### config.mk
export PLATFORM = sky130hd
export DESIGN_NAME = eff_addr_gen
export DESIGN_NICKNAME = d
export VERILOG_FILES = /design/src/rtl/eag_pkg.sv /design/src/rtl/eag_direct.sv /design/src/rtl/eag_ptr_seq.sv /design/src/rtl/eff_addr_gen.sv
export SDC_FILE = /design/constraint.sdc
export NUM_CORES = 1
export LEC_CHECK = 0
export ABC_AREA = 1
export CORE_ASPECT_RATIO = 0.8
export CORE_MARGIN = 2
export CORE_UTILIZATION = 60
export CTS_CLUSTER_DIAMETER = 30
export DETAILED_ROUTE_END_ITERATION = 10
export DONT_BUFFER_PORTS = 1
export HOLD_SLACK_MARGIN = 0.15
export PLACE_DENSITY = 0.76
export SETUP_SLACK_MARGIN = 0.2
export SYNTH_ARGS = -nofsm -noshare
export SYNTH_HDL_FRONTEND = slang
export SYNTH_HIERARCHICAL = 1
export SYNTH_SLANG_ARGS = --single-unit
### constraint.sdc
create_clock -name clk -period 1.87 [get_ports clk]
set_input_delay 0.187 -clock clk [delete_from_list [all_inputs] [get_ports clk]]
set_output_delay 0.187 -clock clk [all_outputs]
set_load 0.005 [all_outputs]
### src/rtl/eag_pkg.sv
package eag_pkg;
  localparam int MW = 4;

  typedef enum logic [MW-1:0] {
    AM_ZP   = 4'd0,
    AM_ZPX  = 4'd1,
    AM_ZPY  = 4'd2,
    AM_ABS  = 4'd3,
    AM_ABSX = 4'd4,
    AM_ABSY = 4'd5,
    AM_REL  = 4'd6,
    AM_IZX  = 4'd7,
    AM_IZY  = 4'd8,
    AM_IZP  = 4'd9,
    AM_IND  = 4'd10,
    AM_IAX  = 4'd11
  } amode_e;

  typedef enum logic [1:0] {
    SQ_IDLE = 2'd0,
    SQ_RDLO = 2'd1,
    SQ_RDHI = 2'd2,
    SQ_JOIN = 2'd3
  } seq_state_e;

  function automatic logic mode_uses_ptr(input logic [MW-1:0] m);
    return (m == AM_IZX) || (m == AM_IZY) || (m == AM_IZP) ||
           (m == AM_IND) || (m == AM_IAX);
  endfunction
endpackage

### src/rtl/eag_direct.sv
module eag_direct
  import eag_pkg::*;
#(
  parameter int DW = 8
) (
  input  logic [MW-1:0]   mode,
  input  logic [DW-1:0]   op_lo,
  input  logic [DW-1:0]   op_hi,
  input  logic [DW-1:0]   idx_x,
  input  logic [DW-1:0]   idx_y,
  input  logic [2*DW-1:0] next_pc,
  output logic [2*DW-1:0] direct_ea,
  output logic [2*DW-1:0] ptr_base,
  output logic            ptr_zp,
  output logic            ptr_add_y
);
  localparam int AW = 2 * DW;

  logic [DW-1:0] zp_plus_x;
  logic [DW-1:0] zp_plus_y;
  logic [AW-1:0] abs_base;
  logic [AW-1:0] rel_off;

  always_comb begin
    zp_plus_x = op_lo + idx_x;
    zp_plus_y = op_lo + idx_y;
    abs_base  = {op_hi, op_lo};
    rel_off   = {{DW{op_lo[DW-1]}}, op_lo};
  end

  always_comb begin
    case (mode)
      AM_ZP:   direct_ea = {{DW{1'b0}}, op_lo};
      AM_ZPX:  direct_ea = {{DW{1'b0}}, zp_plus_x};
      AM_ZPY:  direct_ea = {{DW{1'b0}}, zp_plus_y};
      AM_ABSX: direct_ea = abs_base + {{DW{1'b0}}, idx_x};
      AM_ABSY: direct_ea = abs_base + {{DW{1'b0}}, idx_y};
      AM_REL:  direct_ea = next_pc + rel_off;
      default: direct_ea = abs_base;
    endcase
  end

  always_comb begin
    ptr_zp    = 1'b0;
    ptr_add_y = 1'b0;
    case (mode)
      AM_IZX: begin
        ptr_base = {{DW{1'b0}}, zp_plus_x};
        ptr_zp   = 1'b1;
      end
      AM_IZY: begin
        ptr_base  = {{DW{1'b0}}, op_lo};
        ptr_zp    = 1'b1;
        ptr_add_y = 1'b1;
      end
      AM_IZP: begin
        ptr_base = {{DW{1'b0}}, op_lo};
        ptr_zp   = 1'b1;
      end
      AM_IAX:  ptr_base = abs_base + {{DW{1'b0}}, idx_x};
      default: ptr_base = abs_base;
    endcase
  end
endmodule

### src/rtl/eag_ptr_seq.sv
module eag_ptr_seq
  import eag_pkg::*;
#(
  parameter int DW = 8
) (
  input  logic            clk,
  input  logic            rst_n,
  input  logic            launch,
  input  logic [2*DW-1:0] ptr_base,
  input  logic            ptr_zp,
  input  logic            ptr_add_y,
  input  logic [DW-1:0]   idx_y,
  input  logic [DW-1:0]   mem_rdata,
  output logic            mem_rd,
  output logic [2*DW-1:0] mem_addr,
  output logic            busy,
  output logic            wrap_act,
  output logic            fin_valid,
  output logic [2*DW-1:0] fin_ea
);
  localparam int AW = 2 * DW;

  seq_state_e    state_q, state_d;
  logic [AW-1:0] ptr_q;
  logic          zp_q;
  logic          addy_q;
  logic [DW-1:0] y_q;
  logic [DW-1:0] lo_q;
  logic          cap_req;
  logic          cap_lo;
  logic [DW-1:0] ptr_lo_inc;
  logic [AW-1:0] hi_addr;

  always_comb begin
    state_d = state_q;
    case (state_q)
      SQ_IDLE: if (launch) state_d = SQ_RDLO;
      SQ_RDLO: state_d = SQ_RDHI;
      SQ_RDHI: state_d = SQ_JOIN;
      default: state_d = SQ_IDLE;
    endcase
  end

  always_comb begin
    cap_req    = (state_q == SQ_IDLE) && launch;
    cap_lo     = (state_q == SQ_RDHI);
    ptr_lo_inc = ptr_q[DW-1:0] + 1'b1;
    hi_addr    = zp_q ? {{DW{1'b0}}, ptr_lo_inc} : ptr_q + 1'b1;
  end

  always_ff @(posedge clk or negedge rst_n) begin
    if (!rst_n) begin
      state_q <= SQ_IDLE;
    end else begin
      state_q <= state_d;
    end
  end

  always_ff @(posedge clk or negedge rst_n) begin
    if (!rst_n) begin
      ptr_q  <= '0;
      zp_q   <= 1'b0;
      addy_q <= 1'b0;
      y_q    <= '0;
    end else if (cap_req) begin
      ptr_q  <= ptr_base;
      zp_q   <= ptr_zp;
      addy_q <= ptr_add_y;
      y_q    <= idx_y;
    end
  end

  always_ff @(posedge clk or negedge rst_n) begin
    if (!rst_n) begin
      lo_q <= '0;
    end else if (cap_lo) begin
      lo_q <= mem_rdata;
    end
  end

  always_comb begin
    mem_rd    = (state_q == SQ_RDLO) || (state_q == SQ_RDHI);
    mem_addr  = (state_q == SQ_RDHI) ? hi_addr : ptr_q;
    busy      = (state_q != SQ_IDLE);
    wrap_act  = zp_q;
    fin_valid = (state_q == SQ_JOIN);
    fin_ea    = {mem_rdata, lo_q} + (addy_q ? {{DW{1'b0}}, y_q} : {AW{1'b0}});
  end
endmodule

### src/rtl/eff_addr_gen.sv
module eff_addr_gen
  import eag_pkg::*;
#(
  parameter int DW = 8
) (
  input  logic            clk,
  input  logic            rst_n,
  input  logic            start,
  input  logic [MW-1:0]   mode,
  input  logic [DW-1:0]   op_lo,
  input  logic [DW-1:0]   op_hi,
  input  logic [DW-1:0]   idx_x,
  input  logic [DW-1:0]   idx_y,
  input  logic [2*DW-1:0] next_pc,
  output logic            mem_rd,
  output logic [2*DW-1:0] mem_addr,
  input  logic [DW-1:0]   mem_rdata,
  output logic [2*DW-1:0] ea,
  output logic            done
);
  localparam int AW    = 2 * DW;
  localparam int SYNC  = 2;

  logic [SYNC-1:0] rst_pipe;
  logic            rst_sync_n;
  logic [AW-1:0]   direct_ea;
  logic [AW-1:0]   ptr_base;
  logic            ptr_zp;
  logic            ptr_add_y;
  logic            busy;
  logic            seq_wrap;
  logic            fin_valid;
  logic [AW-1:0]   fin_ea;
  logic            accept;
  logic            go_ptr;
  logic            go_direct;
  logic [AW-1:0]   ea_q, ea_d;
  logic            done_q, done_d;
  logic            ea_en;

  always_ff @(posedge clk or negedge rst_n) begin
    if (!rst_n) begin
      rst_pipe <= '0;
    end else begin
      rst_pipe <= {rst_pipe[SYNC-2:0], 1'b1};
    end
  end
  assign rst_sync_n = rst_pipe[SYNC-1];

  eag_direct #(.DW(DW)) u_direct (
    .mode      (mode),
    .op_lo     (op_lo),
    .op_hi     (op_hi),
    .idx_x     (idx_x),
    .idx_y     (idx_y),
    .next_pc   (next_pc),
    .direct_ea (direct_ea),
    .ptr_base  (ptr_base),
    .ptr_zp    (ptr_zp),
    .ptr_add_y (ptr_add_y)
  );

  always_comb begin
    accept    = start && !busy;
    go_ptr    = accept && mode_uses_ptr(mode);
    go_direct = accept && !mode_uses_ptr(mode);
  end

  eag_ptr_seq #(.DW(DW)) u_seq (
    .clk       (clk),
    .rst_n     (rst_sync_n),
    .launch    (go_ptr),
    .ptr_base  (ptr_base),
    .ptr_zp    (ptr_zp),
    .ptr_add_y (ptr_add_y),
    .idx_y     (idx_y),
    .mem_rdata (mem_rdata),
    .mem_rd    (mem_rd),
    .mem_addr  (mem_addr),
    .busy      (busy),
    .wrap_act  (seq_wrap),
    .fin_valid (fin_valid),
    .fin_ea    (fin_ea)
  );

  always_comb begin
    ea_en  = go_direct || fin_valid;
    ea_d   = fin_valid ? fin_ea : direct_ea;
    done_d = ea_en;
  end

  always_ff @(posedge clk or negedge rst_sync_n) begin
    if (!rst_sync_n) begin
      ea_q <= '0;
    end else if (ea_en) begin
      ea_q <= ea_d;
    end
  end

  always_ff @(posedge clk or negedge rst_sync_n) begin
    if (!rst_sync_n) begin
      done_q <= 1'b0;
    end else begin
      done_q <= done_d;
    end
  end

  assign ea   = ea_q;
  assign done = done_q;
endmodule

==> results of run 1 <==
-- metal layers --
layer	vias up	track usage, %	part of all wire [%]
li1	3466	-	-
met1	3212	48.4	44
met2	378	57.0	44
met3	45	7.39	10
met4	0	9.22	2.7
met5	-	0	0
-- flip-flops by register name, indices dropped and copies added, names as in the netlist --
signal,flops
ea,16
u_seq/ptr_q,16
u_seq/lo_q,8
u_seq/y_q,8
rst_pipe,2
u_seq/state_q,2
done,1
u_seq/addy_q,1
u_seq/wrap_act,1
-- what timing repair did --
action / in CTS / in global routing
hold buffers: 18 / 0
hold endpoints to repair: 18 / 0
setup buffers: 10 / 15
gates resized for setup: 61 / 73
endpoints found under the setup margin: 55 / 57
pin swaps: 35 / 29
cloned: 0 / 3
-- cell families after synthesis --
| logic type | count (synthesis) | share of synthesized area (%) |
|---|---|---|
| AND/OR/NAND/NOR | 667 | 44.9 |
| adder cells (fa/ha/maj) | 47 | 9.63 |
| XOR/XNOR | 25 | 3.41 |
| other | 1 | 0.0584 |
| multiplexers | 20 | 3.51 |
| AO/OA/AOI/OAI | 71 | 6.65 |
| flip-flops | 55 | 21.4 |
| buffers and inverters | 167 | 10.4 |
-- power groups by stage --
| stage | clock network (mW) | registers [mW] | logic (mW) |
|---|---|---|---|
| floorplan | 0 | 2.11 | 2.41 |
| global placement | 0 | 2.25 | 3.10 |
| detailed placement | 0 | 2.27 | 3.17 |
| CTS | 0.986 | 2.27 | 3.50 |
| global route | 1.04 | 2.40 | 4.57 |
| finish | 0.996 | 2.35 | 4.18 |
-- worst max path at each step --
stage                              end  slack (ps)  depth (start not counted)
finish              ea[12]$_DFFE_PN0P_        -130                         15
global placement    ea[10]$_DFFE_PN0P_         -60                         16
global route        ea[10]$_DFFE_PN0P_        -310                         16
CTS                 ea[10]$_DFFE_PN0P_         -60                         16
floorplan            ea[8]$_DFFE_PN0P_         -30                         15
detailed placement  ea[10]$_DFFE_PN0P_        -100                         16
-- stage by stage --
stage	cells	util, %	setup slack [ps]
2_1_floorplan	1053	-	-29.3
3_3_place_gp	1213	66.7	-57.9
3_5_place_dp	1213	66.7	-97.2
4_1_cts	1249	72.3	-63.2
5_1_grt	1267	77.0	-309
6_report	1267	77.0	-135
-- cell type report --
type | instances | area share, %
sequential | 55 | 17.4
clock inverter | 3 | 0.346
inverter | 152 | 7.41
multi-input combinational | 831 | 61.3
tap | 140 | 2.20
timing repair buffer | 81 | 9.82
clock buffer | 5 | 1.57
-- layout by cell type, fill, tap and decap left out, types with 8 or more instances in the layout --
cell | netlist | routed
o21ai_0 | 25 | 24
nand4_1 | 16 | 16
ha_4 | 0 | 8
nand2_2 | 4 | 30
ha_1 | 43 | 34
dlygate4sd3_1 | 0 | 18
nor2_2 | 7 | 12
nor2_1 | 79 | 65
buf_4 | 6 | 48
nand2_4 | 3 | 13
nand2_1 | 424 | 387
nor2_4 | 5 | 14
buf_6 | 1 | 8
mux2_4 | 0 | 9
inv_1 | 145 | 133
mux2_2 | 20 | 11
a21oi_1 | 27 | 19
dfrtp_1 | 55 | 52
xor2_1 | 20 | 18
inv_2 | 6 | 13
nand3_1 | 105 | 102
-- worst max-delay path: stages (launching register included) --
cell and delay (ps):
dfrtp_1 420, buf_6 160, nand2_2 60, inv_2 40
ha_4 290, nand2_1 130, nor2_1 220, nand2_4 80
nand2_4 80, nand2_2 50, nand2_1 70, nand2_1 60
nand2_1 70, nand2_1 50, nand2_1 60, nand2_1 40
==> results list, run 1 <==
- Summed over all nets, the half-perimeter wirelength after detailed placement is about 16,000 um.
- The worst setup path is launched from a flop.
* WL/cell: ~17 um
- Overall die area: 0.0115 mm^2
- The internal power of the cells totals between 4 and 5 mW.
* Count of unresolved DRC violations after routing: 0
- Latest clock arrival within the worst-skew pair: ~300 ps
- Cell area after placement: 0.00689 mm^2
- Run status: finished with violations
- The first global-routing pass estimated 32,100 um of wire.
- Flip-flop and latch area: around 0.0014 mm^2
- Design Power: 7.52 mW
* Die extent in x: around 120 um
- Library cell used as clock root buffer: clkbuf_16
* Vias in the first global route: 6,411
* Fill cell instance count of the final layout: 801
- In this run, synthesis produced a sequential element count of 55.
- The share of total power dissipated in the clock network is 13.2%.
- For this run, the total global-route usage over all layers was measured as between 30% and 40%.
* Netlist area before placement: 0.00642 mm^2
- Min Tclk post-route: 2000 ps
* Total setup violations reported at the end of the flow: 10
- Combinational share of power: 55.6%
* Hold/Removal Path Class: input pin to flop
- The checks that failed: negative setup slack.
* Cell count after synthesis: 1,053
- For this run, asynchronously set or reset flops after synthesis account for 100%.
- Net count of the finished layout: around 1,200
- Core box area: 0.0103 mm^2
- Number of detailed-routing iterations run before antenna repair: 5
- Entering global routing, the biggest net connects 33 pins.
- Adding up every negative setup slack in the final design gives -622 ps.
- On the final layout, the worst clock skew is 11.8 ps.
- DRC violation total after the first TritonRoute iteration: between 500 and 600
- Max-cap violations in this run came to 0.
- After routing the design area is 0.00795 mm^2.
- Part of the Yosys area used for sequential elements: 21.4%
* Origin of the worst min-delay path: op_lo[4]
* Critical path class: flop to flop
- Net count of the mapped netlist: 1,163
- For the worst setup path, the data required time is 2070 ps.
- Leakage power: approximately 4.4 nW
* Height of the chip: 96.5 um
- Timing would allow up to 0.499 GHz.
- Mean post-synth cell area: between 6 and 7 um^2
- Count of input and output buffers: 0
* Number of distinct library cells after synthesis: 44
- Compared with the post-synthesis result, the final layout area differs by 23.9%.
- CTS Buf Count: 5
- VDD sags by at most 0.739 mV.
* End of the worst register-to-register path: ea[12]$_DFFE_PN0P_
- Maximum fanout count along the critical path: 6
- Dividing the detail-routed via count by the number of cells gives 5.60.
- After layout, the worst setup slack is -135 ps.
* Top-level I/O count: 97
- The most common cell in the synthesized netlist is nand2_1.
* Switching power summed over all nets: 3.44 mW
- Summed over all instances, the cell type with the most area after synthesis is nand2_1.
- Num Clock Sinks: 55
* Fraction of power spent switching nets: a little under half
- The detail route stage leaves a number of antenna-violating nets equal to 0.
- Type of destination of the critical path: flop
- Once the floorplan was initialized, standard cells occupied a little over 60% of the core.
- For this run, the number of Yosys warnings is 6.
- Tracing the worst setup path back leads to its startpoint at u_seq/addy_q$_DFFE_PN0P_.
* Worst-case clock buffer depth: 2
- The H-tree was split into 2 levels.
- Share of Yosys cell area claimed by the top area cell type: 24.8%
* Tcrit/Tclk final: 107%
* Hold WS: around 190 ps
- ANT cells: 0
- The number of cells on the worst reg-to-reg path is 15.
- Flop pwr share: 31.2%
- Global routing finished with a remaining overflow of 0.
* Setup slack, reg-to-reg: -130 ps
- Number of enable flip-flop cells after synthesis: 0
* Most area-consuming cells after synthesis: nand2_1 (25%), dfrtp_1 (21%), inv_1 (8.5%), ha_1 (8.4%), nand3_1 (8.2%)
- The worst register-to-register path begins at u_seq/addy_q$_DFFE_PN0P_.
- Leading register cell type out of synthesis: dfrtp_1
* GPL Wtd Cong: 0.998
* CTS tree: done
- Power density cells: 946 mW/mm^2
- Hold EP: u_seq/ptr_q[4]$_DFFE_PN0P_
- Number of antenna violations at the first check in global routing: 0
* Hold Violations, Final: 0
* Proportion of layout cells with a drive suffix above 1: 20.1%
- Wires add up to roughly 21,000 um.
* Setup repair after global routing missed its margin: yes
- Ranked by instance count, the synthesized netlist is headed by nand2_1 (424), inv_1 (145), nand3_1 (105).
- Summing all multi-input logic gate instances after layout gives 0.00487 mm^2.
- Worst Path Arrival: 2200 ps
- Row generation in the floorplan step produced 33 rows.
- Total vias in the final route: 7,101
- The worst hold path was traced through 3 stages.
- The number of max-slew violations in the final report is 0.
* Worst-path clk slew: about 80 ps
No activity file was read; power rests on OpenSTA's default activity.
==> run 2, diff against run 1 <==
==> constraint.sdc (replaced) <==
create_clock -name clk -period 2.49 [get_ports clk]
set_input_delay 0.249 -clock clk [delete_from_list [all_inputs] [get_ports clk]]
set_output_delay 0.249 -clock clk [all_outputs]
set_load 0.005 [all_outputs]
==> run 2 against run 1 <==
- the run now ends clean
- clock power shrank 18%
- register-to-register slack gained 480 ps
- cell count fell by 4.7%
- power is 37% lower
- first-iteration DRC count increased by 1.2%
- largest cell class unchanged
- wire length decreased by 13%
- highest routed layer unchanged
- core utilization down 10 points
==> results list, run 2 (synthesis results as in run 1) <==
- Once detail routing completed, the nets flagged for antenna violations numbered 0.
* Fraction of the core area covered by cells at the end of the flow: 66.7%
* Count of input and output buffers: 0
- Final Routed Wirelength: 18,500 um
* Worst slew margin: 61.3%
- Setup violations remaining at the end of the flow were counted as 0.
- Required time worst endpoint: 2690 ps
- Library cell used as clock root buffer: clkbuf_16
- Leaving out fill and tap cells, the most frequent cell in the layout is nand2_1.
- DRC violation total after the first TritonRoute iteration: 594
- No sink is reached through more buffers than the 2 on the longest clock path.
- The run finished with clean final reports.
* Min Tclk post-route: between 2000 and 2500 ps
- Final standard cell count with taps included and fillers excluded: 1,207
* Maximum fanout count along the critical path: 7
- Dividing the detail-routed wire length by the instance count gives 15.4 um.
- Proportion of layout cells with a drive suffix above 1: 7.12%
- Cell area after placement: 0.00653 mm^2
- The path class of the tightest hold or removal check is input pin to async pin.
- Height of the chip: 96.5 um
* Design Power: roughly 4.7 mW
- Starting utilization of the core area: between 60% and 70%
- CTS tree: done
- Worst-path clk slew: approximately 70 ps
- Compared with the post-synthesis result, the final layout area differs by 7.21%.
- Fill cell instance count of the final layout: 962
* Maximum Capacitance Violations: 0
* Total met2 wirelength after detailed routing: between 7000 and 8000 um
- Setup slack, reg-to-reg: 340 ps
- The first global-routing pass estimated 30,200 um of wire.
- The via count of the first global-routing pass is 6,032.
- Overall die area: 0.0115 mm^2
- Uppermost layer routed: met4
* Power density cells: 689 mW/mm^2
- By startpoint and endpoint, the worst setup path is classified as flop to flop.
- In this run the worst setup path begins at u_seq/addy_q$_DFFE_PN0P_.
- Transition time at the pin with the least slew margin: ~580 ps
- The HPWL after detailed placement is 14,900 um.
- Num Clock Sinks: 55
- Setup crit start kind: flop
- Net count of the finished layout: ~1,200
- Number of instances in the placed design: 1,182
* Final Cell Area: 0.00688 mm^2
* FMAX: 0.466 GHz
* Leading cell types in the layout, fill and taps excluded: nand2_1 (424), inv_1 (145), nand3_1 (105), nor2_1 (79), dfrtp_1 (53)
* Num rows: 33
- In the final layout, the multi-input gates occupy 0.00439 mm^2.
- For this block, wires on met1 add up to ~8800 um.
- ANT cells: 0
* # H-tree levels: 2
* GPL Wtd Cong: 0.928
* Pin count of the biggest net entering global routing: 34
* Total vias in the final route: 6,654
* End of the worst register-to-register path: ea[11]$_DFFE_PN0P_
* Remaining Overflow, GRT: 0
- Across the VDD grid, the largest voltage drop is 0.451 mV.
* Worst Path Arrival: 2350 ps
- Across the whole layout, storage elements account for approximately 0.0014 mm^2.
- Summed over all nets, wire length on met3 after detailed routing comes to ~2000 um.
- The startpoint identified for the worst register-to-register timing path is u_seq/addy_q$_DFFE_PN0P_.
- Setup repair after global routing could not meet its margin everywhere.
* Via-to-Cell Ratio: around 5.5
* Sum of negative setup slack: 0 ps
- Leakage power: 3.95 nW
* Count of final max-slew check failures: 0
- Clock skew on the completed layout was measured at 9.57 ps.
- For the worst-skew pair, the clock arrives at the later sink with an insertion delay of 300 ps.
* Number of detailed-routing iterations run before antenna repair: 6
* CTS Buf Count: 5
- In this run the standard cell core region covers 0.0103 mm^2.
* Hold Violations, Final: 0
- Measured in cells, the most critical reg-to-reg path has a length of 16.
* Tcrit/Tclk final: 86.3%
- After detailed routing, the number of remaining DRC violations is 0.
* Top-level I/O count: 97
- The initial antenna violation count was 0.
- STA classifies the critical path endpoint as a flop.
- Global routing consumed, over all layers together, 33.1% of the routing resources.
- From left edge to right edge, the die measures ~120 um.
## run 2: changes by cell type in the layout (fill, tap and decap cells not counted), moves of 9 or more
cell / change
nand2_4: -10
nand2_2: -26
nand2_1: +37
mux2_4: -9
nor2_4: -9
buf_4: -42
inv_1: +12
mux2_2: +9
nor2_1: +14
## run 2: what timing repair did
action / in CTS / in global routing
gates resized for setup: 1 / 2
hold buffers: 15 / 0
hold endpoints to repair: 16 / 0
buffers inserted: 0 / 2
setup endpoints to repair: 1 / 5
## run 2: how the worst max path moves through the flow
stage                         end  slack, ps  cells past startpoint
2_1_floorplan   ea[8]$_DFFE_PN0P_        460                     15
3_3_place_gp    ea[8]$_DFFE_PN0P_        410                     14
3_5_place_dp    ea[8]$_DFFE_PN0P_        350                     14
4_1_cts         ea[8]$_DFFE_PN0P_        340                     14
5_1_grt        ea[10]$_DFFE_PN0P_        160                     16
6_report       ea[11]$_DFFE_PN0P_        340                     16
## run 2: final cells by class
class                      count  area share [%]
sequential                    55            20.0
tap                          140            2.55
clock buffer                   5            1.82
inverter                     152            8.36
timing repair buffer          21            2.84
multi-input combinational    831            63.7
clock inverter                 3           0.673
## run 2: worst max-delay path, stage by stage, from the launching register on
cell	delay, ps
dfrtp_2	460
buf_4	150
nand2_1	60
inv_1	50
ha_1	320
nand3_1	100
nand3_1	140
nand2_1	100
nand2_1	120
nand2_1	120
nand2_1	60
nand2_1	60
nand2_1	80
nand2_1	80
nand2_1	50
nand2_1	60
nand2_1	50
## run 2: routing by layer
layer	global-route usage [%]	up-vias
li1	-	3354
met1	48.7	2977
met2	47.7	292
met3	8.63	31
met4	9.02	0
met5	0	-
## run 2: per-stage QoR
step / hold slack [ps] / setup slack (ps)
final: 166 / 342
after global routing: 173 / 164
after CTS: 153 / 337
after detailed placement: -46.5 / 349
after global placement: -46.5 / 406
after floorplan: -46.6 / 456
## run 2: report_power, final
part           switching, mW  internal [mW]  total, mW
Combinational           1.43          0.822       2.25
Sequential             0.380           1.30       1.68
Clock                  0.337          0.478      0.816
==> run 3, diff against run 2 <==
--- a/config.mk
+++ b/config.mk
@@ -5,7 +5,6 @@
 export SDC_FILE = /design/constraint.sdc
 export NUM_CORES = 1
 export LEC_CHECK = 0
-export ABC_AREA = 1
 export CORE_ASPECT_RATIO = 0.8
 export CORE_MARGIN = 2
 export CORE_UTILIZATION = 60
==> run 3 against run 2 <==
- sequential power up 8%
- maximum frequency down 7.6%
- worst setup slack worse by 180 ps
- global-route usage up 1.5 points
- critical path depth down 7
- non-clock buffer count up 33
- via count down 11%
- first-iteration DRC count up 4.7%
- clock-buffer cell count unchanged
- core utilization up 3.1 points
- power up 8.2%
- highest routed layer unchanged
==> results list, run 3 <==
* GR Util All Layers: roughly a third
* Setup crit start kind: flop
- WL/cell: about 23 um
* Pin count of the biggest net entering global routing: 34
- In this run the mean area of a mapped cell was between 8 and 9 um^2.
- In the post-synthesis netlist, the cell with the most instances is dfrtp_1.
- After detailed routing, the number of vias per cell comes to 6.95.
* Register bit count reported by yosys: 55
- Starting utilization of the core area: 61.9%
- Hold EP: ea[8]$_DFFE_PN0P_
- The die covers 0.0108 mm^2.
* Number of detailed-routing iterations run before antenna repair: 5
- Setup slack on the critical path of the routed design comes to 165 ps.
* Core box area: ~0.0097 mm^2
- # H-tree levels: 2
- In the detailed route, the total length drawn on met3 is 2210 um.
- Launch point of the worst reg-to-reg path: u_seq/addy_q$_DFFE_PN0P_
- Fill cell instance count of the final layout: 776
- Number of cells on the worst reg-to-reg path: 9
- CTS tree: done
- The worst hold path was traced through 3 stages.
- In this run the deepest clock path goes through 2 buffers.
* Origin of the worst min-delay path: mem_rdata[0]
* Top-level I/O count: a little under 100
* Worst-case clock skew: ~9 ps
- CP Buf/Inv Count: 0
- For this block, wires on met1 add up to 8040 um.
* ANT cells: 0
- Height of the chip: just over 90 um
- Hold/Removal Path Class: input pin to flop
- Part of the Yosys area used for sequential elements: ~23%
* Cell count after synthesis: 692
- The run finished with clean final reports.
- The finished layout holds 853 standard cells, fillers aside.
- Sum of negative setup slack: 0 ps
* Uppermost layer routed: met4
- In this design, the stage delay of the slowest critical-path cell is 450 ps.
* Transition time at the pin with the least slew margin: approximately 1100 ps
- Worst Path Arrival: 2540 ps
- Net count of the mapped netlist: 802
* Leakage power: about 2.8 nW
- Num rows: 32
- Clock-pin slew was measured on the worst setup and hold paths at 70 ps.
- Critical path class: flop to flop
- Count of input and output buffers: 0
- The hold violation total from the final report is 0.
- The tree is rooted in a clkbuf_16.
- Count of unresolved DRC violations after routing: 0
- dfrtp_1 takes more of the synthesized area than any other cell.
- After detailed routing, the total wire length is 19,400 um.
* Total vias in the final route: 5,930
- Required time worst endpoint: approximately 2700 ps
- Cells fill 69.7% of the core in the end.
- Number of distinct library cells after synthesis: 81
- Number of enable flip-flop cells after synthesis: 0
- For this run, the top clock speed supported by timing is about 0.43 GHz.
- The worst pin sits at a relative slew slack of 27.1%.
- Net count of the finished layout: between 800 and 900
- Number of antenna violations at the first check in global routing: 0
- The Yosys step of the flow raised 6 warnings.
* Type of destination of the critical path: flop
- The commonest cells after synthesis are dfrtp_1 (55), nor2_1 (48), nand2_1 (47).
* Post-detailed-route count of antenna-violating nets: 0
* Share of Yosys cell area claimed by the top area cell type: a little under a quarter
- The number of max-slew violations in the final report came to 0.
- Of all nets on the critical path, the largest fanout is 6.
- Prior to clock tree synthesis, the placed netlist has a worst setup slack of 43.8 ps.
* Remaining Overflow, GRT: 0
- The library cell used most frequently in the layout, excluding fill and tap cells, is dfrtp_1.
- Maximum Capacitance Violations: 0
* Wire length of the first global-routing pass: 29,000 um
- The clock drives 55 sinks.
- After synthesis, the share of flip-flops with an asynchronous set or reset is 100%.
- The via count of the first global-routing pass came to 5,417.
- CTS Buf Count: 5
- In this run the cell area of the synthesized design comes to 0.00600 mm^2.
- The wire-length estimate of the detail-placed layout is 14,400 um.
- Total setup violations reported at the end of the flow: 0
- Among all stages on the critical path, the largest delay is contributed by dfrtp_2.
- In this run the horizontal extent of the chip is 116 um.
- Total met2 wirelength after detailed routing: 8780 um
- Final hold analysis gives a worst-case slack of approximately 160 ps.
- The kind of cell with the highest combined delay along the critical path is compound AO/OA/AOI/OAI gates.
- After the first detailed-routing iteration, the DRC count stood at 622.
- GPL Wtd Cong: 0.964
* Leading cell types in the layout, fill and taps excluded: dfrtp_1 (53), nor2_1 (47), nand2_1 (46), mux2_2 (42)
* Latest clock arrival within the worst-skew pair: 300 ps
- Walking the worst path, the cells encountered are and2_4 > ha_4 > fa_2 > a21o_1 > a221oi_2 > o21ai_1 > xor2_1 > nor2_1 > a31oi_1.
- Leading register cell type out of synthesis: dfrtp_1
* Tcrit/Tclk final: 93.4%
- The worst register-to-register path ends at ea[8]$_DFFE_PN0P_.
* Synth-to-Final Area Change: 12.7%
* Setup slack, reg-to-reg: 160 ps
* Setup repair after global routing missed its margin: yes
* Number of instances in the placed design: 817
- Min Tclk post-route: 2330 ps
- For this design the ratio of total power to cell area is approximately 760 mW/mm^2.
- Proportion of layout cells with a drive suffix above 1: 20.5%
- Across the VDD grid, the largest voltage drop is 0.578 mV.
- Most area-consuming cells after synthesis: dfrtp_1 (23%), ha_1 (9.0%), mux2_2 (7.9%), xnor2_1 (5.0%), nor2_1 (3.0%)
==> run 3: cell type report <==
class                           count  area (um^2)  share of cell area [%]
Sequential cell                    55         1380                    20.4
Clock buffer                        5          125                    1.85
Multi-Input combinational cell    581         4520                    66.9
Inverter                           19         71.3                    1.06
Clock inverter                      3         46.3                   0.685
Timing Repair Buffer               54          448                    6.63
Tap cell                          136          170                    2.52
==> run 3: worst max path at each step <==
| stage | startpoint | to | slack (ps) | depth (start not counted) |
|---|---|---|---|---|
| 6_report | u_seq/addy_q$_DFFE_PN0P_ | ea[8]$_DFFE_PN0P_ | 160 | 9 |
| 5_1_grt | u_seq/addy_q$_DFFE_PN0P_ | ea[9]$_DFFE_PN0P_ | 40 | 9 |
| 4_1_cts | u_seq/addy_q$_DFFE_PN0P_ | ea[12]$_DFFE_PN0P_ | 210 | 8 |
| 3_5_place_dp | u_seq/addy_q$_DFFE_PN0P_ | ea[8]$_DFFE_PN0P_ | 40 | 9 |
| 3_3_place_gp | u_seq/addy_q$_DFFE_PN0P_ | ea[12]$_DFFE_PN0P_ | 110 | 8 |
| 2_1_floorplan | op_lo[0] | ea[14]$_DFFE_PN0P_ | 250 | 11 |
==> run 3: cell families (layout without fill, tap and decap cells) <==
group | Yosys count | count (layout) | share of synthesized area, %
buf+inv | 56 | 81 | 4.86
fa+ha+maj | 47 | 47 | 10.3
mux | 45 | 45 | 8.39
compound gates | 205 | 205 | 25.0
simple gates | 232 | 232 | 21.0
other cells | 1 | 1 | 0.0625
xor+xnor | 51 | 51 | 7.45
flops | 55 | 55 | 23.0
==> run 3: report_power, final <==
part           internal (mW)  leakage (nW)  switching, mW
Clock                  0.479        0.0804          0.345
Sequential              1.32         0.666          0.493
Combinational           1.18          2.05           1.31
==> run 3: layer usage <==
layer	vias to the layer above	global-route usage [%]
met5	-	0
met4	0	8.33
met3	42	10.0
met2	365	53.4
met1	2847	47.9
li1	2676	-
==> run 3: what timing repair did <==
action / CTS / global route
hold buffers: 18 / 0
gates resized for setup: 10 / 34
hold endpoints to repair: 23 / 0
pin swaps: 1 / 20
setup endpoints to repair: 10 / 14
setup buffers: 1 / 9
==> run 3: metrics by stage <==
| step | total power [mW] | area [um^2] |
|---|---|---|
| final | 5.13 | 6760 |
| after global routing | 5.43 | 6760 |
| after CTS | 4.84 | 6530 |
| after detailed placement | 3.94 | 6140 |
| after global placement | 3.83 | 6140 |
| after floorplan | 3.36 | 6000 |
==> run 3: worst register-to-register path, delay by kind of cell (launching register included) <==
| kind | cells | cell delay (ps) |
|---|---|---|
| AND/OR/NAND/NOR | 2 | 210 |
| adder cells (fa/ha/maj) | 2 | 540 |
| AO/OA/AOI/OAI | 4 | 870 |
| XOR/XNOR | 1 | 170 |
| flip-flops | 1 | 450 |
